## config.mk

```make
export PLATFORM = sky130hd
export DESIGN_NAME = nvsram_supervisor
export DESIGN_NICKNAME = d
export VERILOG_FILES = /design/src/rtl/nvs_pkg.sv /design/src/rtl/nvs_sync.sv /design/src/rtl/nvs_bat_sel.sv /design/src/rtl/nvs_seal.sv /design/src/rtl/nvs_ctrl.sv /design/src/rtl/nvsram_supervisor.sv
export SDC_FILE = /design/constraint.sdc
export NUM_CORES = 1
export LEC_CHECK = 0
export CAP_MARGIN = 0
export CORE_UTILIZATION = 52
export CTS_CLUSTER_DIAMETER = 60
export DETAILED_ROUTE_END_ITERATION = 6
export GPL_TIMING_DRIVEN = 1
export PLACE_DENSITY = 0.86
export SLEW_MARGIN = 20
export SYNTH_ARGS = -nofsm -noshare
export SYNTH_HDL_FRONTEND = slang
export SYNTH_HIERARCHICAL = 1
export SYNTH_SLANG_ARGS = --single-unit
```

## constraint.sdc

```tcl
create_clock -name clk -period 1.76 [get_ports clk]
set_input_delay 0.352 -clock clk [delete_from_list [all_inputs] [get_ports clk]]
set_output_delay 0.352 -clock clk [all_outputs]
set_load 0.01 [all_outputs]
```

## src/rtl/nvs_pkg.sv

```systemverilog
// Package nvs_pkg
// Shared encodings for the supervisor: rail source codes, control states
// and positions of the synchronized flag vector.
package nvs_pkg;

    typedef enum logic [1:0] {
        RAIL_VDD = 2'b00,
        RAIL_BAT = 2'b01,
        RAIL_OFF = 2'b10
    } rail_t;

    typedef enum logic [1:0] {
        CT_DOWN    = 2'b00,
        CT_RECOVER = 2'b01,
        CT_ACTIVE  = 2'b10,
        CT_DRAIN   = 2'b11
    } ctrl_t;

    localparam int FLAG_W   = 8;
    localparam int F_OK5    = 0;
    localparam int F_OK10   = 1;
    localparam int F_TOL    = 2;
    localparam int F_A_OK   = 3;
    localparam int F_B_OK   = 4;
    localparam int F_B_GND  = 5;
    localparam int F_A_GE_B = 6;
    localparam int F_GT_BAT = 7;

endpackage

```

## src/rtl/nvs_sync.sv

```systemverilog
// Module nvs_sync
// Multi-stage synchronizer for a vector of slow status flags.
// Assumes each bit is independent; no coherency across bits is promised.
module nvs_sync #(
    parameter int W      = 8,
    parameter int STAGES = 2
) (
    input  logic         clk,
    input  logic         rst_n,
    input  logic [W-1:0] d,
    output logic [W-1:0] q
);
    logic [W-1:0] stg [STAGES];

    genvar i;
    generate
        for (i = 0; i < STAGES; i++) begin : g_stage
            if (i == 0) begin : g_first
                // first stage captures the asynchronous flags
                always_ff @(posedge clk) begin
                    if (!rst_n) stg[0] <= '0;
                    else        stg[0] <= d;
                end
            end else begin : g_next
                // later stages settle metastability
                always_ff @(posedge clk) begin
                    if (!rst_n) stg[i] <= '0;
                    else        stg[i] <= stg[i-1];
                end
            end
        end
    endgenerate

    assign q = stg[STAGES-1];
endmodule

```

## src/rtl/nvs_bat_sel.sv

```systemverilog
// Module nvs_bat_sel
// Picks the backup cell from the synchronized comparator flags and reports
// whether the chosen cell is below its minimum. Pure combinational.
// Assumes a grounded cell B means a single-cell build on input A.
module nvs_bat_sel (
    input  logic clk,
    input  logic rst_n,
    input  logic a_ok,
    input  logic b_ok,
    input  logic b_gnd,
    input  logic a_ge_b,
    output logic sel_b,
    output logic sel_bad
);
    // choose a good cell over a bad one, else the higher cell
    always_comb begin
        if (b_gnd)            sel_b = 1'b0;
        else if (a_ok != b_ok) sel_b = b_ok;
        else                  sel_b = !a_ge_b;
    end

    // weakness of the chosen cell
    assign sel_bad = sel_b ? !b_ok : !a_ok;

    p_gnd_b_unused_r6: assert property (@(posedge clk) disable iff (!rst_n)
        b_gnd |-> (!sel_b && (sel_bad == !a_ok)));

    p_good_wins_r5: assert property (@(posedge clk) disable iff (!rst_n)
        (!b_gnd && (a_ok || b_ok)) |-> !sel_bad);
endmodule

```

## src/rtl/nvs_seal.sv

```systemverilog
// Module nvs_seal
// Freshness seal: set by reset (cells attached), ends once the supply has
// been seen good and then falls below the battery. Never re-enters.
module nvs_seal (
    input  logic clk,
    input  logic rst_n,
    input  logic vdd_ok,
    input  logic vdd_gt_bat,
    output logic sealed,
    output logic dark
);
    logic tripped;

    // record the first good supply and release the seal afterwards
    always_ff @(posedge clk) begin
        if (!rst_n) begin
            sealed  <= 1'b1;
            tripped <= 1'b0;
        end else begin
            if (vdd_ok) tripped <= 1'b1;
            if (sealed && tripped && !vdd_gt_bat) sealed <= 1'b0;
        end
    end

    // sealed and never powered: rail and enable are pulled low
    assign dark = sealed && !tripped;

    p_seal_once_r7: assert property (@(posedge clk) disable iff (!rst_n)
        !sealed |=> !sealed);

    p_seal_exit_r7: assert property (@(posedge clk) disable iff (!rst_n)
        $fell(sealed) |-> $past(tripped && !vdd_gt_bat));
endmodule

```

## src/rtl/nvs_ctrl.sv

```systemverilog
// Module nvs_ctrl
// Enable gating state machine: recovery wait, pass-through, cycle-complete
// write protection and the low-battery second-access block.
// Assumes host_ce_n is synchronous to clk; its pass-through is combinational.
module nvs_ctrl
    import nvs_pkg::*;
#(
    parameter int REC_CYCLES = 4_000_000
) (
    input  logic clk,
    input  logic rst_n,
    input  logic vdd_ok,
    input  logic host_ce_n,
    input  logic sel_bad,
    output logic ce_gate_n,
    output logic bat_low
);
    localparam int CW = $clog2(REC_CYCLES + 1);
    localparam logic [CW-1:0] REC_LAST = CW'(REC_CYCLES - 1);

    ctrl_t          st;
    logic [CW-1:0]  rec_cnt;
    logic [1:0]     acc_cnt;
    logic           ce_prev;
    logic           ce_rise;
    logic           blk;

    assign ce_rise = !ce_prev && host_ce_n;
    assign blk     = bat_low && (acc_cnt == 2'd1);

    // output gating per state
    always_comb begin
        unique case (st)
            CT_ACTIVE: ce_gate_n = host_ce_n | blk;
            CT_DRAIN:  ce_gate_n = host_ce_n;
            default:   ce_gate_n = 1'b1;
        endcase
    end

    // previous enable level for edge detection
    always_ff @(posedge clk) begin
        if (!rst_n) ce_prev <= 1'b1;
        else        ce_prev <= host_ce_n;
    end

    // state, recovery counter, access counter and power-up battery latch
    always_ff @(posedge clk) begin
        if (!rst_n) begin
            st      <= CT_DOWN;
            rec_cnt <= '0;
            acc_cnt <= 2'd0;
            bat_low <= 1'b0;
        end else begin
            unique case (st)
                CT_DOWN: begin
                    if (vdd_ok) begin
                        st      <= CT_RECOVER;
                        rec_cnt <= '0;
                        bat_low <= sel_bad;
                    end
                end
                CT_RECOVER: begin
                    if (!vdd_ok) begin
                        st <= CT_DOWN;
                    end else if (rec_cnt == REC_LAST) begin
                        st      <= CT_ACTIVE;
                        acc_cnt <= 2'd0;
                    end else begin
                        rec_cnt <= rec_cnt + 1'b1;
                    end
                end
                CT_ACTIVE: begin
                    if (!vdd_ok)
                        st <= ce_gate_n ? CT_DOWN : CT_DRAIN;
                    else if (ce_rise && acc_cnt != 2'd2)
                        acc_cnt <= acc_cnt + 1'b1;
                end
                CT_DRAIN: begin
                    if (host_ce_n) st <= CT_DOWN;
                end
            endcase
        end
    end

    p_acc_sat_r10: assert property (@(posedge clk) disable iff (!rst_n)
        acc_cnt != 2'd3);

    p_drain_end_r2: assert property (@(posedge clk) disable iff (!rst_n)
        (st == CT_DRAIN && host_ce_n) |=> (st == CT_DOWN));

    p_batlow_eval_r4: assert property (@(posedge clk) disable iff (!rst_n)
        (bat_low != $past(bat_low)) |-> $past(st == CT_DOWN && vdd_ok));

    p_recover_full_r8: assert property (@(posedge clk) disable iff (!rst_n)
        (st == CT_ACTIVE && $past(st) == CT_RECOVER) |-> $past(rec_cnt) == REC_LAST);

    p_down_blocks_r2: assert property (@(posedge clk) disable iff (!rst_n)
        (st == CT_DOWN || st == CT_RECOVER) |-> ce_gate_n);
endmodule

```

## src/rtl/nvsram_supervisor.sv

```systemverilog
// Module nvsram_supervisor
// Top of the nonvolatile SRAM supervisor: synchronizes comparator flags,
// resolves the tolerance setting, and combines seal, cell selection and
// enable gating into the memory-side outputs.
// Assumes flags change slowly relative to clk and host_ce_n is clk-synchronous.
module nvsram_supervisor
    import nvs_pkg::*;
#(
    parameter int REC_CYCLES  = 4_000_000,
    parameter int SYNC_STAGES = 2
) (
    input  logic       clk,
    input  logic       rst_n,
    input  logic       host_ce_n,
    input  logic       vdd_ok_5,
    input  logic       vdd_ok_10,
    input  logic       tol_wide,
    input  logic       bat_a_ok,
    input  logic       bat_b_ok,
    input  logic       b_grounded,
    input  logic       a_ge_b,
    input  logic       vdd_gt_bat,
    output logic       mem_ce_n,
    output logic       bat_sel,
    output logic [1:0] rail_src,
    output logic [2:0] status
);
    logic [FLAG_W-1:0] raw_f, syn_f;
    logic vdd_ok, sel_bad, sealed, dark, ce_gate_n, bat_low;
    rail_t rail;

    assign raw_f[F_OK5]    = vdd_ok_5;
    assign raw_f[F_OK10]   = vdd_ok_10;
    assign raw_f[F_TOL]    = tol_wide;
    assign raw_f[F_A_OK]   = bat_a_ok;
    assign raw_f[F_B_OK]   = bat_b_ok;
    assign raw_f[F_B_GND]  = b_grounded;
    assign raw_f[F_A_GE_B] = a_ge_b;
    assign raw_f[F_GT_BAT] = vdd_gt_bat;

    nvs_sync #(.W(FLAG_W), .STAGES(SYNC_STAGES)) u_sync (
        .clk(clk), .rst_n(rst_n), .d(raw_f), .q(syn_f)
    );

    // tolerance setting picks which trip flag means supply good
    assign vdd_ok = syn_f[F_TOL] ? syn_f[F_OK10] : syn_f[F_OK5];

    nvs_bat_sel u_bsel (
        .clk(clk), .rst_n(rst_n),
        .a_ok(syn_f[F_A_OK]), .b_ok(syn_f[F_B_OK]), .b_gnd(syn_f[F_B_GND]),
        .a_ge_b(syn_f[F_A_GE_B]), .sel_b(bat_sel), .sel_bad(sel_bad)
    );

    nvs_seal u_seal (
        .clk(clk), .rst_n(rst_n), .vdd_ok(vdd_ok), .vdd_gt_bat(syn_f[F_GT_BAT]),
        .sealed(sealed), .dark(dark)
    );

    nvs_ctrl #(.REC_CYCLES(REC_CYCLES)) u_ctrl (
        .clk(clk), .rst_n(rst_n), .vdd_ok(vdd_ok), .host_ce_n(host_ce_n),
        .sel_bad(sel_bad), .ce_gate_n(ce_gate_n), .bat_low(bat_low)
    );

    // rail source: off while dark, battery when supply is below it
    always_comb begin
        if (dark)                 rail = RAIL_OFF;
        else if (syn_f[F_GT_BAT]) rail = RAIL_VDD;
        else                      rail = RAIL_BAT;
    end

    assign rail_src = rail;
    assign mem_ce_n = dark ? 1'b0 : ce_gate_n;
    assign status   = {rail == RAIL_BAT, sealed, bat_low};

    p_dark_low_r7: assert property (@(posedge clk) disable iff (!rst_n)
        dark |-> (!mem_ce_n && rail_src == 2'b10));

    p_bad_supply_blocks_r2: assert property (@(posedge clk) disable iff (!rst_n)
        (!vdd_ok && $past(!vdd_ok) && $past(mem_ce_n) && !dark) |-> mem_ce_n);
endmodule

```

==> impl_metrics.csv, run 1 <==
group,metric,value,unit
drt,met2RoutedLength,3.45,mm
grt,grt_antenna_before_repair,0,
cells_and_area,diodes,0,
timing,fmax,0.525,GHz
timing,setup_ws,-0.144,ns
drt,wire_per_inst,19.0,um
critical_path,path_class,"reg -> out",
timing,period_minus_slack,1.90,ns
timing,fin_skew,0.0149,ns
power,p_comb_share,9.5,%
cells_and_area,layout.cells.most_common,"buf_4",
power,p_sw_share,21.9,%
critical_path,reg2reg_from,"u_sync/stg[1][2]",
drt,drtIter0Drc,166,
drt,dr_wl_met3,494,um
power,p_total,2.27,mW
clock_tree,cts_hold_buf,0,
timing,fin_setup_tns,-0.760,ns
clock_tree,cts_root_buffer,"clkbuf_8",
cells_and_area,final_cell_mix,"43 x buf_4, 39 x dfxtp_1, 14 x a21oi_1",
clock_tree,cts.sinks,46,
min_path,min_from,"u_sync/stg[0][3]",
timing,finalSetupViolCount,11,
grt,grt_max_degree,21,
drt,vias,2290,
grt,groute.usage.overall,29.9,%
cells_and_area,area_growth,34.8,%
timing,period_share,108,%
floorplanning,design.portCount,18,
timing,hold_violations,0,
placement,post-place-ws,-0.490,ns
timing,rsz0062_at_grt,"true",
synth,netlist_area,2280,um2
floorplanning,die_y,68.3,um
min_path,hold_class,"reg -> reg",
critical_path,ff2ff_setup_slack,-0.12,ns
power,p_switching,0.499,mW
cells_and_area,nNetsFinal,321,
power,leakage,1.13,nW
clock_tree,cts_tree,"yes",
power,pwr-share-seq,47.4,%
placement,io_buffers,17,
critical_path,r2r_cells,6,
synth,synth_cells,255,
floorplanning,core,4120,um2
synth,synth_cell_types,55,
cells_and_area,design_area,3080,um2
floorplanning,die_w,68.3,um
grt,grt_overflow_total,0,
critical_path,critPathLaunchType,"flop",
floorplanning,rows,23,
min_path,min_path_cells,1,
drt,wl,6.79,mm
synth,ys_ff_latch,46,
synth,synth-edff-count,0,
power,clockPowerShare,43.1,%
synth,synth_flop_cell,"dfxtp_1",
synth,synth.avg_cell_area,8.95,um2
drt,drc_errors,0,
cells_and_area,final_cell_count_no_fill,358,
cells_and_area,post-route-util,74.8,%
placement,hpwl,3.90,mm
critical_path,r2r-end,"u_ctrl/rec_cnt[16]",
floorplanning,initial_core_util,55.5,%
placement,placed_cell_area,2740,um2
floorplanning,dieArea,4660,um2
drt,vias_per_cell,6.40,
critical_path,critPathMaxFanout,2,
job,drv_cap,0,
placement,dp_cells,344,
status,status,"complete, but fails checks",
drt,drtAntennaViolNets,0,
drt,dr.pass1.iters,6,
clock_tree,cts.path.max_buffers,2,
critical_path,cp-end-kind,"output port",
critical_path,crit_required,1.41,ns
synth,synth_top_area_cell,"dfxtp_1",
power,peakVddDrop,0.000512,V
synth,seq_area_frac_synth,40.3,%
timing,tightest_slew,0.443,ns
min_path,whs_endpoint,"u_sync/stg[1][3]",
grt,grt_pass1_vias,2190,
critical_path,critPathArrivalTime,1.55,ns
power,powerDensity,739,nW/um2
synth,synth_area_leaders,"dfxtp_1 40%, and2_2 3.9%, a21oi_1 3.7%, or4_1 3.3%, nand3_1 2.8%",
clock_tree,path_clk_slew,0.08,ns
timing,holdWs,0.438,ns
power,internal-power,1.78,mW
cells_and_area,drive_gt1_share,33.8,%
drt,wl_met1,2.63,mm
clock_tree,cts_buffers,5,
status,violations,"negative setup slack",
synth,ys_async_sr_fraction,0,%
placement,place_congestion,0.843,
timing,relSlewSlack,70.2,%
synth,yosys_warnings,6,
clock_tree,clk_latency,0.31,ns
cells_and_area,fillers,278,
drt,highest_layer,"met4",
clock_tree,htreeDepth,2,
synth,syn-num-nets,269,
grt,grt_pass1_wl,10.2,mm
synth,synth_top_area_share,40.3,%
timing,maxSlewViolCount,0,
==> critical path: stages (launching register included) <==
cell,delay (ns)
dfxtp_2,0.34
inv_2,0.06
ha_4,0.17
a311oi_4,0.34
inv_1,0.07
nor2b_1,0.13
buf_2,0.13
==> worst max-delay path by stage <==
stage                          to         startpoint  depth (start not counted)  slack (ns)
2_1_floorplan  u_ctrl/rec_cnt[17]   u_sync/stg[1][2]                          6       -0.10
3_3_place_gp             mem_ce_n          host_ce_n                          5       -0.49
3_5_place_dp             mem_ce_n          host_ce_n                          5       -0.49
4_1_cts        u_ctrl/rec_cnt[21]   u_sync/stg[1][2]                          5        -0.1
5_1_grt                  mem_ce_n  u_ctrl/acc_cnt[1]                          6       -0.24
6_report                 mem_ce_n  u_ctrl/acc_cnt[1]                          6       -0.14
==> power by group through the flow <==
stage | registers [mW] | logic (mW) | clock network (mW)
2_1_floorplan | 1.10 | 0.106 | 0
3_3_place_gp | 1.10 | 0.197 | 0
3_5_place_dp | 1.10 | 0.201 | 0
4_1_cts | 1.08 | 0.200 | 0.981
5_1_grt | 1.08 | 0.233 | 1.02
6_report | 1.08 | 0.216 | 0.980
==> per-layer routing <==
metal,track usage (%),up-vias
met5,0,-
met4,13.3,0
met3,8.33,25
met2,52.6,117
met1,33.3,1098
li1,-,1050
==> final cells by class <==
class | count | area [um2] | share of cell area (%)
Multi-Input combinational cell | 179 | 1360 | 44.2
Sequential cell | 46 | 930 | 30.2
Timing Repair Buffer | 63 | 538 | 17.5
Clock buffer | 6 | 82.6 | 2.68
Tap cell | 50 | 62.6 | 2.03
Clock inverter | 2 | 60.1 | 1.95
Inverter | 12 | 45.0 | 1.46
==> registers in the layout, summed over array words and instances (netlist names) <==
| register | count |
|---|---|
| u_sync/stg | 16 |
| u_ctrl/bat_low | 1 |
| u_ctrl/acc_cnt | 2 |
| u_ctrl/ce_prev | 1 |
| u_ctrl/rec_cnt | 22 |
| u_seal/sealed | 1 |
| u_ctrl/st | 2 |
| u_seal/tripped | 1 |
==> synthesized netlist by cell type, types with 2 or more instances <==
cell type	count
or3_1	3
o211ai_1	2
and2_2	12
inv_1	12
nor3_1	4
a2111oi_0	3
nand3b_1	2
or4b_1	2
and2_1	7
a41o_1	2
nor2_1	11
o21ai_0	5
nand2_1	14
a211oi_1	5
o311ai_0	2
dfxtp_1	46
a32o_1	2
or4_1	10
nand3_1	13
nor2b_1	4
nand4_1	7
o21a_1	2
clkbuf_1	11
a21oi_1	17
and3_1	5
nand2b_1	3
nor4_1	3
a2111o_1	2
o31ai_1	7
and4_1	2
ha_1	3
buf_6	2
buf_4	5
mux2i_1	4
==> logic make-up after synthesis <==
logic type               Yosys count  share of synthesized area, %
XOR/XNOR                           2                         0.767
AND/OR/NAND/NOR                  112                          30.7
adder cells (fa/ha/maj)            3                          1.64
flip-flops                        46                          40.3
multiplexers                       5                          2.41
buffers and inverters             30                          6.41
AO/OA/AOI/OAI                     57                          17.8
==> repair_timing <==
item / CTS / global route
setup endpoints to repair: 17 / 21
pin swaps: 1 / 8
gates cloned: 0 / 1
resized for setup: 19 / 24
buffers inserted: 2 / 3
Power figures use the tool's default switching activity.
==> run 2: changes to the inputs <==
--- a/config.mk
+++ b/config.mk
@@ -6,7 +6,9 @@
 export NUM_CORES = 1
 export LEC_CHECK = 0
 export CAP_MARGIN = 0
-export CORE_UTILIZATION = 52
+export CELL_PAD_IN_SITES_DETAIL_PLACEMENT = 1
+export CELL_PAD_IN_SITES_GLOBAL_PLACEMENT = 1
+export CORE_UTILIZATION = 40
 export CTS_CLUSTER_DIAMETER = 60
 export DETAILED_ROUTE_END_ITERATION = 6
 export GPL_TIMING_DRIVEN = 1
==> impl_metrics.csv, run 2 (synthesis results as in run 1) <==
group,metric,value,unit
status,status,"complete, but fails checks",
status,violations,"negative setup slack",
placement,place_congestion,0.801,
placement,hpwl,4.94,mm
timing,period_share,107,%
grt,grt_pass1_wl,11.5,mm
drt,vias,2272,
timing,fin_setup_tns,-0.923,ns
clock_tree,clk_latency,0.32,ns
cells_and_area,post-route-util,57.6,%
timing,fin_skew,0.00931,ns
grt,grt_max_degree,22,
cells_and_area,layout.cells.most_common,"buf_4",
timing,period_minus_slack,1.88,ns
clock_tree,cts.sinks,46,
critical_path,critPathArrivalTime,1.53,ns
clock_tree,cts_hold_buf,0,
critical_path,ff2ff_setup_slack,-0.12,ns
timing,rsz0062_at_grt,"true",
cells_and_area,top_regs,"u_ctrl/rec_cnt (22), u_sync/stg (16)",
timing,setup_ws,-0.121,ns
drt,vias_per_cell,5.90,
grt,grt_pass1_vias,2344,
cells_and_area,design_area,3170,um2
clock_tree,cts_buffers,5,
cells_and_area,regMostFlops,"u_ctrl/rec_cnt",
clock_tree,htreeDepth,2,
cells_and_area,nNetsFinal,326,
cells_and_area,diodes,0,
drt,wl,7.56,mm
clock_tree,cts.path.max_buffers,2,
power,p_comb_share,9.9,%
critical_path,critPathMaxFanout,2,
floorplanning,die_y,77.6,um
critical_path,cp-end-kind,"output port",
critical_path,cp_cell_sequence,"inv_2 > ha_4 > a311oi_2 > buf_4 > inv_2 > nor2b_1 > buf_2",
placement,placed_cell_area,2770,um2
power,clockPowerShare,38.9,%
critical_path,path_class,"reg -> out",
placement,post-place-ws,-0.491,ns
power,p_switching,0.515,mW
power,pwr-share-seq,51.2,%
floorplanning,die_w,77.6,um
timing,relSlewSlack,75.0,%
timing,finalSetupViolCount,14,
min_path,min_path_cells,1,
critical_path,cp_common_cell,"inv_2",
drt,dr.pass1.iters,4,
power,p_sw_share,24.5,%
critical_path,cp_slowest_cell,"dfxtp_2",
cells_and_area,drive_gt1_share,38.0,%
critical_path,r2r_cells,6,
critical_path,critPathLaunchType,"flop",
timing,maxSlewViolCount,0,
timing,fmax,0.532,GHz
job,drv_cap,0,
power,peakVddDrop,0.000314,V
timing,hold_violations,0,
power,leakage,1.15,nW
critical_path,cp-startpoint,"u_ctrl/acc_cnt[1]",
timing,holdWs,0.450,ns
min_path,min_from,"u_sync/stg[0][6]",
power,p_total,2.10,mW
timing,tightest_slew,0.372,ns
grt,groute.usage.overall,24.7,%
min_path,hold_class,"reg -> reg",
critical_path,crit_required,1.41,ns
clock_tree,path_clk_slew,0.09,ns
floorplanning,dieArea,6010,um2
clock_tree,cts_root_buffer,"clkbuf_8",
placement,io_buffers,17,
placement,dp_cells,366,
drt,drtAntennaViolNets,0,
floorplanning,rows,27,
drt,drc_errors,0,
grt,grt_overflow_total,0,
power,powerDensity,663,nW/um2
cells_and_area,largest_register_ff_count,22,
cells_and_area,area_growth,38.8,%
power,internal-power,1.59,mW
clock_tree,cts_tree,"yes",
floorplanning,core,5510,um2
floorplanning,initial_core_util,41.5,%
drt,wire_per_inst,19.6,um
cells_and_area,final_cell_mix,"47 x buf_4, 38 x dfxtp_1, 14 x nand2_1",
drt,drtIter0Drc,124,
floorplanning,design.portCount,18,
critical_path,critPathMaxStageDelay,0.35,ns
grt,grt_antenna_before_repair,0,
cells_and_area,final_cell_count_no_fill,385,
critical_path,reg2reg_from,"u_sync/stg[1][2]",
## run 2: final cells by class
class                           instances  area [um2]
Fill cell                             622        2340
Multi-Input combinational cell        180        1430
Sequential cell                        46         931
Timing Repair Buffer                   67         568
Tap cell                               72        90.1
Clock buffer                            6        72.6
Inverter                               12        45.0
Clock inverter                          2        37.5
## run 2: what timing repair did
action / in CTS / in global routing
pin swaps: 1 / 11
gates cloned: 0 / 2
gates resized for setup: 22 / 37
buffers inserted: 3 / 6
setup endpoints to repair: 21 / 24
## run 2: power groups by stage
stage / sequential (mW) / clock [mW] / combinational, mW
3_3_place_gp: 1.10 / 0 / 0.192
5_1_grt: 1.08 / 0.871 / 0.223
3_5_place_dp: 1.10 / 0 / 0.201
4_1_cts: 1.08 / 0.822 / 0.195
6_report: 1.08 / 0.818 / 0.208
2_1_floorplan: 1.10 / 0 / 0.106
## run 2: critical path: cells and delay by family (launching register included)
kind / cells / cell delay [ns]
buf+inv: 4 / 0.38
fa+ha+maj: 1 / 0.15
simple gates: 1 / 0.11
compound gates: 1 / 0.23
flops: 1 / 0.35
## run 2: worst paths after layout
kind	to
min	u_sync/stg[1][6]
max	mem_ce_n
max reg2reg	u_ctrl/rec_cnt[20]
min reg2reg	u_sync/stg[1][6]
## run 2: routing by layer
layer  vias up  wire, um  GRT usage [%]
met5         -         0              0
met1      1155      3090           28.4
li1       1065         -              -
met4         0       192           10.9
met3        18       202           4.24
met2        34      4080           44.4
==> run 3: changes to the inputs <==
--- a/config.mk
+++ b/config.mk
@@ -5,7 +5,6 @@
 export SDC_FILE = /design/constraint.sdc
 export NUM_CORES = 1
 export LEC_CHECK = 0
-export CAP_MARGIN = 0
 export CELL_PAD_IN_SITES_DETAIL_PLACEMENT = 1
 export CELL_PAD_IN_SITES_GLOBAL_PLACEMENT = 1
 export CORE_UTILIZATION = 40
==> results of run 3 <==
Same layout as run 2: the final DEF is identical, and so are final timing and power.
